<file path="src/rtl/dsplit_pkg.sv">
package dsplit_pkg;
  localparam int DIG_W = 4;

  typedef struct packed {
    logic [DIG_W-1:0] tens;
    logic [DIG_W-1:0] ones;
  } digit_pair_t;
endpackage

</file>
<file path="src/rtl/dsplit_div10.sv">
module dsplit_div10 #(
  parameter int IN_W  = 7,
  parameter int MUL   = 103,
  parameter int SHIFT = 10,
  parameter int Q_W   = 4
) (
  input  logic [IN_W-1:0] value,
  output logic [Q_W-1:0]  quot
);
  localparam int MUL_W  = $clog2(MUL + 1);
  localparam int PROD_W = IN_W + MUL_W;

  logic [PROD_W-1:0] prod;

  always_comb begin
    prod = {{MUL_W{1'b0}}, value} * PROD_W'(MUL);
    quot = Q_W'(prod >> SHIFT);
  end
endmodule

</file>
<file path="src/rtl/dsplit_digit_pair.sv">
module dsplit_digit_pair
  import dsplit_pkg::*;
#(
  parameter int IN_W  = 7,
  parameter int MUL   = 103,
  parameter int SHIFT = 10
) (
  input  logic [IN_W-1:0] value,
  output digit_pair_t     digits
);
  logic [DIG_W-1:0] tens;
  logic [IN_W-1:0]  tens_ext;
  logic [IN_W-1:0]  tens_x10;
  logic [IN_W-1:0]  rem;

  dsplit_div10 #(
    .IN_W (IN_W),
    .MUL  (MUL),
    .SHIFT(SHIFT),
    .Q_W  (DIG_W)
  ) u_div (
    .value(value),
    .quot (tens)
  );

  always_comb begin
    tens_ext    = IN_W'(tens);
    tens_x10    = (tens_ext << 3) + (tens_ext << 1);
    rem         = value - tens_x10;
    digits.tens = tens;
    digits.ones = DIG_W'(rem);
  end
endmodule

</file>
<file path="src/rtl/dsplit_out_stage.sv">
module dsplit_out_stage #(
  parameter int W = 24
) (
  input  logic         clk,
  input  logic         rst_n,
  input  logic         load_valid,
  output logic         load_ready,
  input  logic [W-1:0] load_data,
  output logic         out_valid,
  input  logic         out_ready,
  output logic [W-1:0] out_data
);
  logic held_q;
  logic [W-1:0] data_q;
  logic load_fire;

  always_comb begin
    load_ready = !held_q || out_ready;
    load_fire  = load_valid && load_ready;
  end

  always_ff @(posedge clk) begin
    if (!rst_n) begin
      held_q <= 1'b0;
    end else if (load_fire) begin
      held_q <= 1'b1;
    end else if (out_ready) begin
      held_q <= 1'b0;
    end
  end

  always_ff @(posedge clk) begin
    if (load_fire) data_q <= load_data;
  end

  assign out_valid = held_q;
  assign out_data  = data_q;
endmodule

</file>
<file path="src/rtl/dsplit_time_top.sv">
module dsplit_time_top
  import dsplit_pkg::*;
#(
  parameter int FIELDS = 3,
  parameter int IN_W   = 7,
  parameter int MUL    = 103,
  parameter int SHIFT  = 10
) (
  input  logic                        clk,
  input  logic                        rst_n,
  input  logic                        in_valid,
  output logic                        in_ready,
  input  logic [FIELDS*IN_W-1:0]      in_fields,
  output logic                        out_valid,
  input  logic                        out_ready,
  output logic [FIELDS*2*DIG_W-1:0]   out_digits
);
  localparam int PAIR_W = 2 * DIG_W;
  localparam int OUT_W  = FIELDS * PAIR_W;

  logic [OUT_W-1:0] split_word;

  for (genvar k = 0; k < FIELDS; k++) begin : g_field
    digit_pair_t pair;
    dsplit_digit_pair #(
      .IN_W (IN_W),
      .MUL  (MUL),
      .SHIFT(SHIFT)
    ) u_pair (
      .value (in_fields[k*IN_W +: IN_W]),
      .digits(pair)
    );
    assign split_word[k*PAIR_W +: PAIR_W] = pair;
  end

  dsplit_out_stage #(.W(OUT_W)) u_stage (
    .clk       (clk),
    .rst_n     (rst_n),
    .load_valid(in_valid),
    .load_ready(in_ready),
    .load_data (split_word),
    .out_valid (out_valid),
    .out_ready (out_ready),
    .out_data  (out_digits)
  );
endmodule

</file>
<file path="config.mk">
export PLATFORM = sky130hd
export DESIGN_NAME = dsplit_time_top
export DESIGN_NICKNAME = d
export VERILOG_FILES = /design/src/rtl/dsplit_pkg.sv /design/src/rtl/dsplit_div10.sv /design/src/rtl/dsplit_digit_pair.sv /design/src/rtl/dsplit_out_stage.sv /design/src/rtl/dsplit_time_top.sv
export SDC_FILE = /design/constraint.sdc
export NUM_CORES = 1
export LEC_CHECK = 0
export ABC_AREA = 1
export CAP_MARGIN = 10
export CORE_AREA = 2 2 114 116
export CTS_CLUSTER_SIZE = 14
export DETAILED_ROUTE_END_ITERATION = 10
export DIE_AREA = 0 0 116 118
export GPL_TIMING_DRIVEN = 1
export SLEW_MARGIN = 10
export SYNTH_ARGS = -nofsm -noshare
export SYNTH_HDL_FRONTEND = slang
export SYNTH_HIERARCHICAL = 1
export SYNTH_SLANG_ARGS = --single-unit
</file>
<file path="constraint.sdc">
create_clock -name clk -period 5.2 [get_ports clk]
set_input_delay 0.78 -clock clk [delete_from_list [all_inputs] [get_ports clk]]
set_output_delay 0.78 -clock clk [all_outputs]
set_load 0.03 [all_outputs]
</file>
---- Word level (Yosys, flattened, before mapping) ----
Cells that the tools add are included.
word-level totals
  bits in registers ....................... 25
  input bits .............................. 25
  output and inout bits ................... 26
  logic and storage cells ................. 17
operators by class
  $add $sub $neg .......................... 6
  multiply operators ...................... 3
  muxes and demuxes ....................... 2
  reductions and logical operators ........ 4
operators by type and width
  cell                  number
  $mul 7x7->14 const B  3
  $add 4x4->4           3
  $sub 4x4->4           3
  $mux 1                2
  $reduce_bool 2->1     1
  $logic_and 1x1->1     1
  $logic_not 1->1       1
  $logic_or 1x1->1      1

---- Logic depth before layout (Yosys ltp) ----
Gate-level depths: netlist (run 1).
  depth after elaboration ................. 4
  depth in mapped cells ................... 24
  mapped depth without buffers ............ 24

---- By module ----
The synthesis (run 1) kept the hierarchy.
by module, submodules not included
  module                                      instances  cells each  area each (um^2)  sequential area each (um^2)
  dsplit_div10 (g_field[0].u_pair.u_div ...)  2          167         1134.8            0.0
  dsplit_div10 (g_field[1].u_pair.u_div)      1          157         1111.1            0.0
  dsplit_out_stage                            1          31          772.0             740.7
  dsplit_digit_pair                           3          25          153.9             0.0

---- Least setup slack after synthesis (run 1) ----
Ideal clock, no wire load.
  path kind ............................... in2reg
  start point ............................. in in_fields[19]
  end point ............................... reg u_stage.data_q[19], in the netlist u_stage/out_data[19], data pin
  setup time .............................. 0.249 ns
  arrival time ............................ 3.876 ns
  data required time ...................... 4.951 ns
  slack ................................... 1.074 ns
  cell stages on the path ................. 20
  path buffers ............................ 0
  cell sequence ........................... inv_1 ha_1 fa_1 inv_1 fa_1 ha_1 ha_1 nand2_1 inv_2 nand3_1 nand2_1 nor2_1 nand2_1 nand2_1 nand2_1 ha_1 a21oi_2 nand3_1 nand2_1 inv_1
RTL lines
  what                    RTL line                RTL
  start: declaration      dsplit_time_top.sv:13   input logic [FIELDS*IN_W-1:0] in_fields,
  end signal: assignment  dsplit_out_stage.sv:33  if (load_fire) data_q <= load_data;
  end: declaration        dsplit_out_stage.sv:14  logic [W-1:0] data_q;

==> results.md, run 1 <==
- Synth Instances: 597
- Sink Count: 25
- NumNets Final: 828
- RSZ-0062 raised after global routing: false
- Wirelength, routed: 9.34 mm
- Largest family of logic cells by synthesized area: adder cells
- CTS clock-pin slew for the worst setup and hold paths: 70 ps
- Clock root buffer: clkbuf_16
- Post_cts resized: 0
- Largest net degree at the start of global routing: 25
- CTS tree: done
- H-tree depth: 1
- Number of global-route vias before repair: 3746
- RD Place Congestion: 0.879
- Yosys cell types: 20
- Non-Filler Instances: 824
- Post-synthesis mux area share: 0%
- Post-detailed-route count of antenna-violating nets: 0
- Register area share after synthesis: 16.1%
- Crit path DAT: 4720 ps
- Slew headroom: 76.1%
- Synthesized area per cell: 7.73 um2
- Place WS: 225 ps
- TritonCTS Buffers: 3
- WP data required: 5230 ps
- Die Span X: 116 um
- FP Rows: 41
- Chip Height: 118 um
- First-pass DRT Iterations: 4
- Number of port buffers: 50
- Most frequent cells in the layout: nand2_1, inv_1, ha_1, clkdlybuf4s50_1, nand3_1
- Clock Latency Late Sink: 260 ps
- Worst-margin pin slew: 359 ps
- XOR/XNOR share of the synthesized area: 1.14%
- Share of post-route cells with drive strength above 1: 6.60%
- Final Hold Fails: 0
- Skew final: 6.10 ps
- Period minus WS final: 4690 ps
- Crit Path Category: in2reg
- # Post-CTS Setup Buffers: 0
- CORE AREA: 12400 um2
- Initial Util: 37.2%
- Die area: 13700 um2
- Yosys warnings: 6
- Setup TNS: 0 ps
- Endpoints failing setup: 0
- Nature of the critical path endpoint: register
- Fmax: 213 MHz
- Final worst setup slack: 512 ps
- GRT Resource Usage Total: 14.5%
- Synthesized Nets: 772
- Initial antenna violation count: 0
- Pwr dens: 344 nW/um2
- Cell Area, Synth: 4610 um2
- First-pass GRT wire length: 16.4 mm
- Post-Place Cells: 820
- Maxcap violations: 0
- Synth Area in Compound Gates: 2.52%
- Total power: 1.86 mW
- CTS Hold Bufs: 0
- Vias: 3695
- # IOs: 51
- Worst hold path type: reg2reg
- Max Slew Vio Count: 0
- Wirelength per Cell: 11.3 um
- Starting DRT DRC Count: 121
- Longest Clk Path Bufs: 2
- Via density: 4.48
- Most common cell after layout, fill and taps aside: nand2_1
- VDD IR max: 0.132 mV
- Fraction of the mapped netlist area in adder cells: 44.6%
- Final Cycle Share: 90.2%
- #FFs+latches synth: 25
- Outcome: finished, final reports clean
- Area Overhead vs Synth: 17.5%
- Crit path launch type: primary input
- Post-detail-place hpwl: 8.29 mm
- Crit path max fanout: 5
- Lkg Pwr: 3.07 nW
- Total grt overflow: 0
- Simple-Gate Fraction of Synth Area: 23.7%
- Antenna Cells: 0
- DRC errors left: 0
stage by stage:
step	hold WS [ps]	instance area [um2]	utilization, %
CTS	515	5420	43.7
floorplan	737	4610	-
global route	531	5420	43.7
detailed placement	502	5340	43.0
finish	512	5420	43.7
global placement	489	5340	43.0
Yosys cell counts:
cell | number | area [um2]
a21oi_2 | 4 | 35.0
nand3_1 | 27 | 135
fa_1 | 24 | 480
nor2_1 | 18 | 67.6
nand4_1 | 11 | 68.8
nor2_2 | 8 | 50.1
nor3_1 | 1 | 5.00
dfxtp_1 | 1 | 20.0
inv_2 | 7 | 26.3
edfxtp_1 | 24 | 721
a21oi_1 | 13 | 65.1
nand3b_1 | 4 | 30.0
a21oi_4 | 1 | 16.3
inv_1 | 141 | 529
ha_1 | 126 | 1580
and2_1 | 1 | 6.26
nand2_2 | 14 | 87.6
nand3_2 | 3 | 30.0
nand2_1 | 163 | 612
xnor2_1 | 6 | 52.6
worst max-delay path, cell delays in order:
cell	delay [ps]
clkdlybuf4s50_1	600
inv_1	70
ha_1	340
fa_1	550
inv_1	50
fa_1	450
ha_1	300
ha_1	320
nand2_2	110
inv_2	50
nand3_1	70
nand2_1	50
nor2_1	110
nand2_1	70
nand2_1	60
nand2_1	60
ha_1	320
a21oi_2	170
nand3_1	80
nand2_1	70
inv_1	30
where the power goes:
group / switching (mW) / internal, mW / total (mW)
sequential: 0.0184 / 0.325 / 0.343
clock: 0.0769 / 0.105 / 0.182
combinational: 0.810 / 0.529 / 1.34
total: 0.905 / 0.958 / 1.86
worst paths after layout:
kind,slack (ps),start,to,cells after the start
hold / removal,510,u_stage/out_valid,u_stage/out_valid,2
hold reg to reg,510,u_stage/out_valid,u_stage/out_valid,2
setup reg to reg,4030,u_stage/out_valid,u_stage/out_data[13],2
setup / recovery,510,in_fields[12],u_stage/out_data[11],21
cells by family (layout without fill, tap and decap cells):
kind of cell | count (synthesis) | after routing
flip-flops | 25 | 25
AND/OR/NAND/NOR | 250 | 250
buffers and inverters | 148 | 203
AO/OA/AOI/OAI | 18 | 18
adder cells (fa/ha/maj) | 150 | 150
XOR/XNOR | 6 | 6
flip-flops by register name, indices dropped and copies added (netlist names):
name	cells
u_stage/out_data	24
u_stage/out_valid	1
final cells by class:
| type | count | area (um2) |
|---|---|---|
| tap | 172 | 215 |
| inverter | 148 | 556 |
| sequential | 25 | 741 |
| multi-input combinational | 424 | 3320 |
| clock buffer | 3 | 75.1 |
| fill | 1252 | 6990 |
| timing repair buffer | 51 | 508 |
| clock inverter | 1 | 7.51 |
metal layers:
layer,track usage [%],share of wire [%],up-vias,routed length [um]
met5,0,0,-,0
met4,2.16,0.89,0,83
met3,1.85,3.1,6,292
met2,24.7,46,60,4310
met1,19.8,50,1649,4650
li1,-,-,1980,-
(Power assumes the default switching activity.)
==> run 2: changes to the inputs <==
--- a/config.mk
+++ b/config.mk
@@ -11,7 +11,7 @@
 export CTS_CLUSTER_SIZE = 14
 export DETAILED_ROUTE_END_ITERATION = 10
 export DIE_AREA = 0 0 116 118
-export GPL_TIMING_DRIVEN = 1
+export SKIP_LAST_GASP = 1
 export SLEW_MARGIN = 10
 export SYNTH_ARGS = -nofsm -noshare
 export SYNTH_HDL_FRONTEND = slang
==> results of run 2 <==
Same layout as run 1: the final DEF is identical, and so are final timing and power.
